[src/rtl/pwm_fault_guard.sv]
module pwm_fault_guard #(
  parameter int N_EVT = 8,
  parameter int N_PWM = 4
) (
  input  logic             clk,
  input  logic             rst_n,
  input  logic [N_EVT-1:0] evt_in,
  input  logic             dbg_break,
  input  logic             update,
  input  logic [N_PWM-1:0] pwm_in,
  input  logic             wr_en,
  input  logic [1:0]       wr_addr,
  input  logic [7:0]       wr_data,
  input  logic [1:0]       rd_addr,
  output logic [7:0]       rd_data,
  output logic [N_PWM-1:0] pwm_out,
  output logic             pwm_oe
);
  localparam logic [7:0] CTRL_KEEP = 8'h17;

  logic [N_EVT-1:0] mask_q;
  logic [7:0]       ctrl_q;
  logic             flag_q, trip_q;

  logic [1:0] act;
  logic       act_on, restart_cbc, dbg_ignore, fault_cond, in_fault, flag_clr;

  assign act         = ctrl_q[1:0];
  assign restart_cbc = ctrl_q[2];
  assign dbg_ignore  = ctrl_q[4];
  assign act_on      = act[0];
  assign fault_cond  = (|(evt_in & mask_q)) | (dbg_break & ~dbg_ignore);
  assign in_fault    = trip_q | (fault_cond & act_on);
  assign flag_clr    = wr_en && wr_addr == 2'd2 && wr_data[0];

  always_ff @(posedge clk or negedge rst_n) begin
    if (!rst_n) begin
      mask_q <= '0;
      ctrl_q <= '0;
    end else if (wr_en) begin
      if (wr_addr == 2'd0) mask_q <= wr_data[N_EVT-1:0];
      if (wr_addr == 2'd1) ctrl_q <= wr_data & CTRL_KEEP;
    end
  end

  always_ff @(posedge clk or negedge rst_n) begin
    if (!rst_n)          flag_q <= 1'b0;
    else if (fault_cond) flag_q <= 1'b1;
    else if (flag_clr)   flag_q <= 1'b0;
  end

  always_ff @(posedge clk or negedge rst_n) begin
    if (!rst_n)
      trip_q <= 1'b0;
    else if (fault_cond && act_on)
      trip_q <= 1'b1;
    else if (trip_q && update && !fault_cond && (restart_cbc || !flag_q))
      trip_q <= 1'b0;
  end

  always_comb begin
    case (rd_addr)
      2'd0:    rd_data = 8'(mask_q);
      2'd1:    rd_data = ctrl_q;
      2'd2:    rd_data = {7'd0, flag_q};
      default: rd_data = 8'd0;
    endcase
  end

  assign pwm_out = (in_fault && act == 2'b01) ? '0 : pwm_in;
  assign pwm_oe  = !(in_fault && act == 2'b11);

  assert_flag_sets_R3: assert property (@(posedge clk) disable iff (!rst_n)
    fault_cond |=> flag_q);
  assert_release_on_update_R8: assert property (@(posedge clk) disable iff (!rst_n)
    $fell(trip_q) |-> $past(update) && !$past(fault_cond));
  assert_latched_needs_clear_R9: assert property (@(posedge clk) disable iff (!rst_n)
    ($fell(trip_q) && !$past(restart_cbc)) |-> !$past(flag_q));
  assert_force_low_R7: assert property (@(posedge clk) disable iff (!rst_n)
    (fault_cond && act == 2'b01) |-> (pwm_out == '0 && pwm_oe));
  assert_hiz_R6: assert property (@(posedge clk) disable iff (!rst_n)
    (fault_cond && act == 2'b11) |-> (!pwm_oe && pwm_out == pwm_in));
  assert_reserved_zero_R10: assert property (@(posedge clk) disable iff (!rst_n)
    (rd_addr == 2'd1) |-> (rd_data[7:5] == 3'd0 && !rd_data[3]));
endmodule

[config.mk]
export PLATFORM = sky130hd
export DESIGN_NAME = pwm_fault_guard
export DESIGN_NICKNAME = d
export VERILOG_FILES = /design/src/rtl/pwm_fault_guard.sv
export SDC_FILE = /design/constraint.sdc
export NUM_CORES = 1
export LEC_CHECK = 0
export CORE_MARGIN = 3
export CORE_UTILIZATION = 50
export CTS_BUF_LIST = sky130_fd_sc_hd__clkbuf_16
export DETAILED_ROUTE_END_ITERATION = 16
export DONT_BUFFER_PORTS = 1
export GPL_TIMING_DRIVEN = 1
export PLACE_DENSITY = 0.72
export SETUP_SLACK_MARGIN = 0.05
export SLEW_MARGIN = 0
export SYNTH_ARGS = -nofsm -noshare
export SYNTH_HDL_FRONTEND = slang
export SYNTH_SLANG_ARGS = --single-unit
[constraint.sdc]
create_clock -name clk -period 4.05 [get_ports clk]
set_clock_uncertainty 0.15 [all_clocks]
set_input_delay 0.81 -clock clk [delete_from_list [all_inputs] [get_ports clk]]
set_output_delay 0.81 -clock clk [all_outputs]
set_load 0.05 [all_outputs]
# Yosys cells after proc, flatten, opt, wreduce, memory -nomap -nowiden
# Cells that the tools add are included.
word_totals:
  ff_bits: 14
  elab_cells: 41
classes:
  n_bitwise: 6
  eq_ne: 6
  n_reduce_logical: 19
  n_mux: 6
ops:
  columns: ["op", "count"]
  rows:
  - ["$pmux 8 s3", 1]
  - ["$and 8x8->8", 1]
  - ["$logic_and 1x1->1", 8]
  - ["$reduce_or 8->1", 1]
  - ["$eq 2x1->1 const B", 3]
  - ["$eq 2x2->1 const B", 3]
  - ["$logic_not 2->1", 2]
  - ["$mux 1", 4]
  - ["$mux 4", 1]
  - ["$reduce_and 2->1", 2]
  - ["$reduce_bool 2->1", 2]
  - ["$logic_not 1->1", 3]
  - ["$and 1x1->1", 2]
  - ["$or 1x1->1", 2]
  - ["$logic_or 1x1->1", 1]
  - ["$not 1->1", 1]

# Depth between registers and ports, before layout
logic_depth:
  depth_word: 8
  mapped_depth: 4
  depth_no_buf: 4

# Least setup slack after synthesis
# No wires, ideal clock.
synth_timing:
  path_kind: "in2out"
  startpoint: "in evt_in[1]"
  endpoint: "out pwm_oe"
  n_path_buf: 0
  required_ns: 3.090
  t_arrival_ns: 2.939
  cell_stages: 3
  slack_ns: 0.151
  path_cell_list: "a22oi_2 nand2_2 o311ai_0"
synth_between:
  elab_chain_cells: 7
synth_lines:
  columns: ["element", "line", "text"]
  rows:
  - ["start: declaration", "7", "input logic [N_EVT-1:0] evt_in,"]
  - ["$and 8x8->8", "32", "assign fault_cond = (|(evt_in & mask_q)) | (dbg_break & ~dbg_ignore);"]
  - ["$reduce_or 8->1", "32", null]
  - ["$or 1x1->1", "32", null]
  - ["$and 1x1->1", "33", "assign in_fault = trip_q | (fault_cond & act_on);"]
  - ["$or 1x1->1", "33", null]
  - ["$logic_and 1x1->1", "71", "assign pwm_oe = !(in_fault && act == 2'b11);"]
  - ["$logic_not 1->1", "71", null]
  - ["end: declaration", "17", "output logic pwm_oe"]
# Every way passes these cells.

# Worst setup path after layout
layout_timing:
  startpoint: "in evt_in[1]"
  endpoint: "out pwm_out[3]"
layout_between:
  elab_chain_cells: 7
layout_lines:
  columns: ["element", "line", "text"]
  rows:
  - ["$and 8x8->8", "32", null]
  - ["$reduce_or 8->1", "32", null]
  - ["$or 1x1->1", "32", null]
  - ["$and 1x1->1", "33", null]
  - ["$or 1x1->1", "33", null]
  - ["$logic_and 1x1->1", "70", "assign pwm_out = (in_fault && act == 2'b01) ? '0 : pwm_in;"]
  - ["$mux 4", "70", null]
  - ["end: declaration", "16", "output logic [N_PWM-1:0] pwm_out,"]
# Every way passes these cells.

==> flow_summary.toml <==
[pwr]
p_int_w = 0.000341
power.total_w = 0.000505
vdd_drop_max_mv = 0.400
power_frac_comb_pct = 26.7
p_switching_w = 0.000164
p_sw_share_pct = 32.5
seqPwrFrac_pct = 37.4
power.leakage_nw = 0.368
p_clk_share_pct = 35.8
power.density_mw_per_mm2 = 563

[synth]
avgSynthCellArea_um2 = 12.4
syn-num-nets = 93
synth_seq_cells = 14
synth_top_area_share_pct = 44.2
ys_seq_area_share_pct = 44.2
synthCells = 64
yosysWarnings = 0
yosys.area.top_type = "dfrtp_1"
yosys-top-cells-area = "dfrtp_1 (44%), mux2_2 (17%), a22oi_2 (6.3%)"
synth_area_um2 = 792
synthDistinctLibCells = 20

[global_route]
antenna_found_initial = 0
grt_pass1_vias = 560
grt_max_degree = 15
grt_overflow = 0
grt_use_total_pct = 18.3
grt_pass1_wl_um = 2590

[worst_setup_path]
endpoint_kind = "output pin"
crit_chain = "a22oi_2, nand2_2, o311a_4, nor2b_2"
cp.arrival_ps = 2000
critPathLaunchType = "input pin"
cpPeakStageDelay_ps = 480
cpMaxStageDelayCell = "nor2b_2"
r2r-start = "mask_q[0]"
reg2reg_depth = 3
regToRegSetupSlack_ps = 2730
worst-setup-path-type = "input pin to output pin"
timing.rr.end = "flag_q"
crit_required_ps = 3090
path_max_fanout = 4

[detailed_routing]
routed_wl_um = 1680
firstDrtPassIters = 4
wl_met1_um = 607
avgRoutedWirePerCell_um = 20.4
route.met2.wl_um = 887
top_layer_used = "met4"
vias = 529
ant_nets = 0
vias_per_cell = 6.45
drc_errors = 0
drt_iter0_drc = 8
route.met3.wl_um = 156

[sta]
worst_slew_pin_slew_ps = 997
maxSlewViolCount = 0
finalCritPeriodShare_pct = 73.1
maxSlewHeadroom_pct = 33.1
rsz0062_at_grt = "false"
clock.fmax_ghz = 0.338
final.setup.tns_ps = 0
finalSetupViolations = 0
period_minus_slack_ps = 2960
hold_viol = 0

[clock_tree]
ctsHoldBuffers = 0
cts_root_buffer = "clkbuf_16"
cts_buffers = 3
cts_tree = "built"
post_cts_resized = 0
cts_max_level = 1
cts.sink_count = 14
clock_latency_ps = 240
clockBufferDepth = 2
postCtsSetupBuffers = 0
clk_transition_reported_paths_ps = 50

[placed_design]
dp_hpwl_um = 1320
place.gp.congestion = 0.690
dp_cells = 79
portBuffers = 0

[die]
core_mm2 = 0.00140
placementRows = 13
initial_core_util_pct = 56.6
die_x_um = 45.8
io_pins = 42
die-area_mm2 = 0.00210
die_y_um = 45.8

[run]
cap_violations = 0

[cells_and_area]
drive_above_1_share_pct = 44.8
fin_nets = 98
syn_to_final_growth_pct = 13.3
diodes = 0
fillerInstances = 116
final_common_cell = "dfrtp_1"
utilization_pct = 64.1
final_cell_mix = "dfrtp_1 (14), mux2_2 (12), nor2_1 (6)"
instances_no_fill = 82

[worst_hold_path]
holdCritPathClass = "input pin to async pin"

[run_status]
outcome = "complete, no violations"
[synth_stat cells (all sizes together)]
| cell | instances |
|---|---|
| nor2 | 6 |
| inv | 2 |
| o311a | 1 |
| nor2b | 4 |
| o21ai | 2 |
| nand2b | 1 |
| o311ai | 1 |
| a22oi | 4 |
| and2 | 4 |
| nand3 | 1 |
| dfrtp | 14 |
| nor3b | 1 |
| mux2 | 12 |
| nand4b | 1 |
| nand2 | 1 |
| clkbuf | 1 |
| nand3b | 2 |
| a211o | 1 |
| mux2i | 4 |
| a211oi | 1 |
[worst max-delay path by stage]
| stage | startpoint | to | slack (ps) | cells after the start |
|---|---|---|---|---|
| floorplan | evt_in[1] | pwm_oe | 150 | 3 |
| global placement | evt_in[1] | pwm_out[0] | 1100 | 4 |
| detailed placement | evt_in[1] | pwm_out[3] | 1100 | 4 |
| CTS | evt_in[1] | pwm_out[3] | 1090 | 4 |
| global route | evt_in[1] | pwm_out[0] | 1050 | 4 |
| finish | evt_in[1] | pwm_out[3] | 1090 | 4 |
[cell families (layout without fill, tap and decap cells)]
logic type	count (synthesis)	count (layout)	share of synthesized area [%]
AO/OA/AOI/OAI	10	10	13.6
buffers and inverters	3	6	1.42
flip-flops	14	14	44.2
multiplexers	16	16	22.1
AND/OR/NAND/NOR	21	21	18.6
[metal layers]
metal	GRT usage [%]	up-vias
li1	-	243
met1	19.3	259
met2	31.5	23
met3	8.70	4
met4	6.82	0
met5	0	-
[through the flow]
stage	setup slack [ps]	area (um2)	hold slack (ps)
2_1_floorplan	151	792	334
3_3_place_gp	1100	822	355
3_5_place_dp	1100	822	358
4_1_cts	1090	897	106
5_1_grt	1050	897	102
6_report	1090	897	110
[critical path, delay by kind of cell]
kind	cells	cell delay, ps
AO/OA/AOI/OAI	2	600
AND/OR/NAND/NOR	2	600
[flip-flops by register name (all words and copies together), names as in the netlist]
name    cells
mask_q      8
ctrl_q      4
flag_q      1
trip_q      1
[final cells by class]
type | count | area [um2] | share of cell area [%]
multi-input combinational | 47 | 438 | 48.8
inverter | 2 | 7.51 | 0.837
timing repair buffer | 1 | 7.51 | 0.837
sequential | 14 | 350 | 39.1
tap | 15 | 18.8 | 2.09
clock buffer | 3 | 75.1 | 8.37
[power by group through the flow]
stage / combinational, W / clock, W / sequential, W
after floorplan: 0.000122 / 0 / 0.000183
after global placement: 0.000133 / 0 / 0.000190
after detailed placement: 0.000136 / 0 / 0.000191
after CTS: 0.000136 / 0.000186 / 0.000189
after global routing: 0.000143 / 0.000193 / 0.000193
final: 0.000135 / 0.000181 / 0.000189
Note: power is estimated with default switching activity, not from simulation.
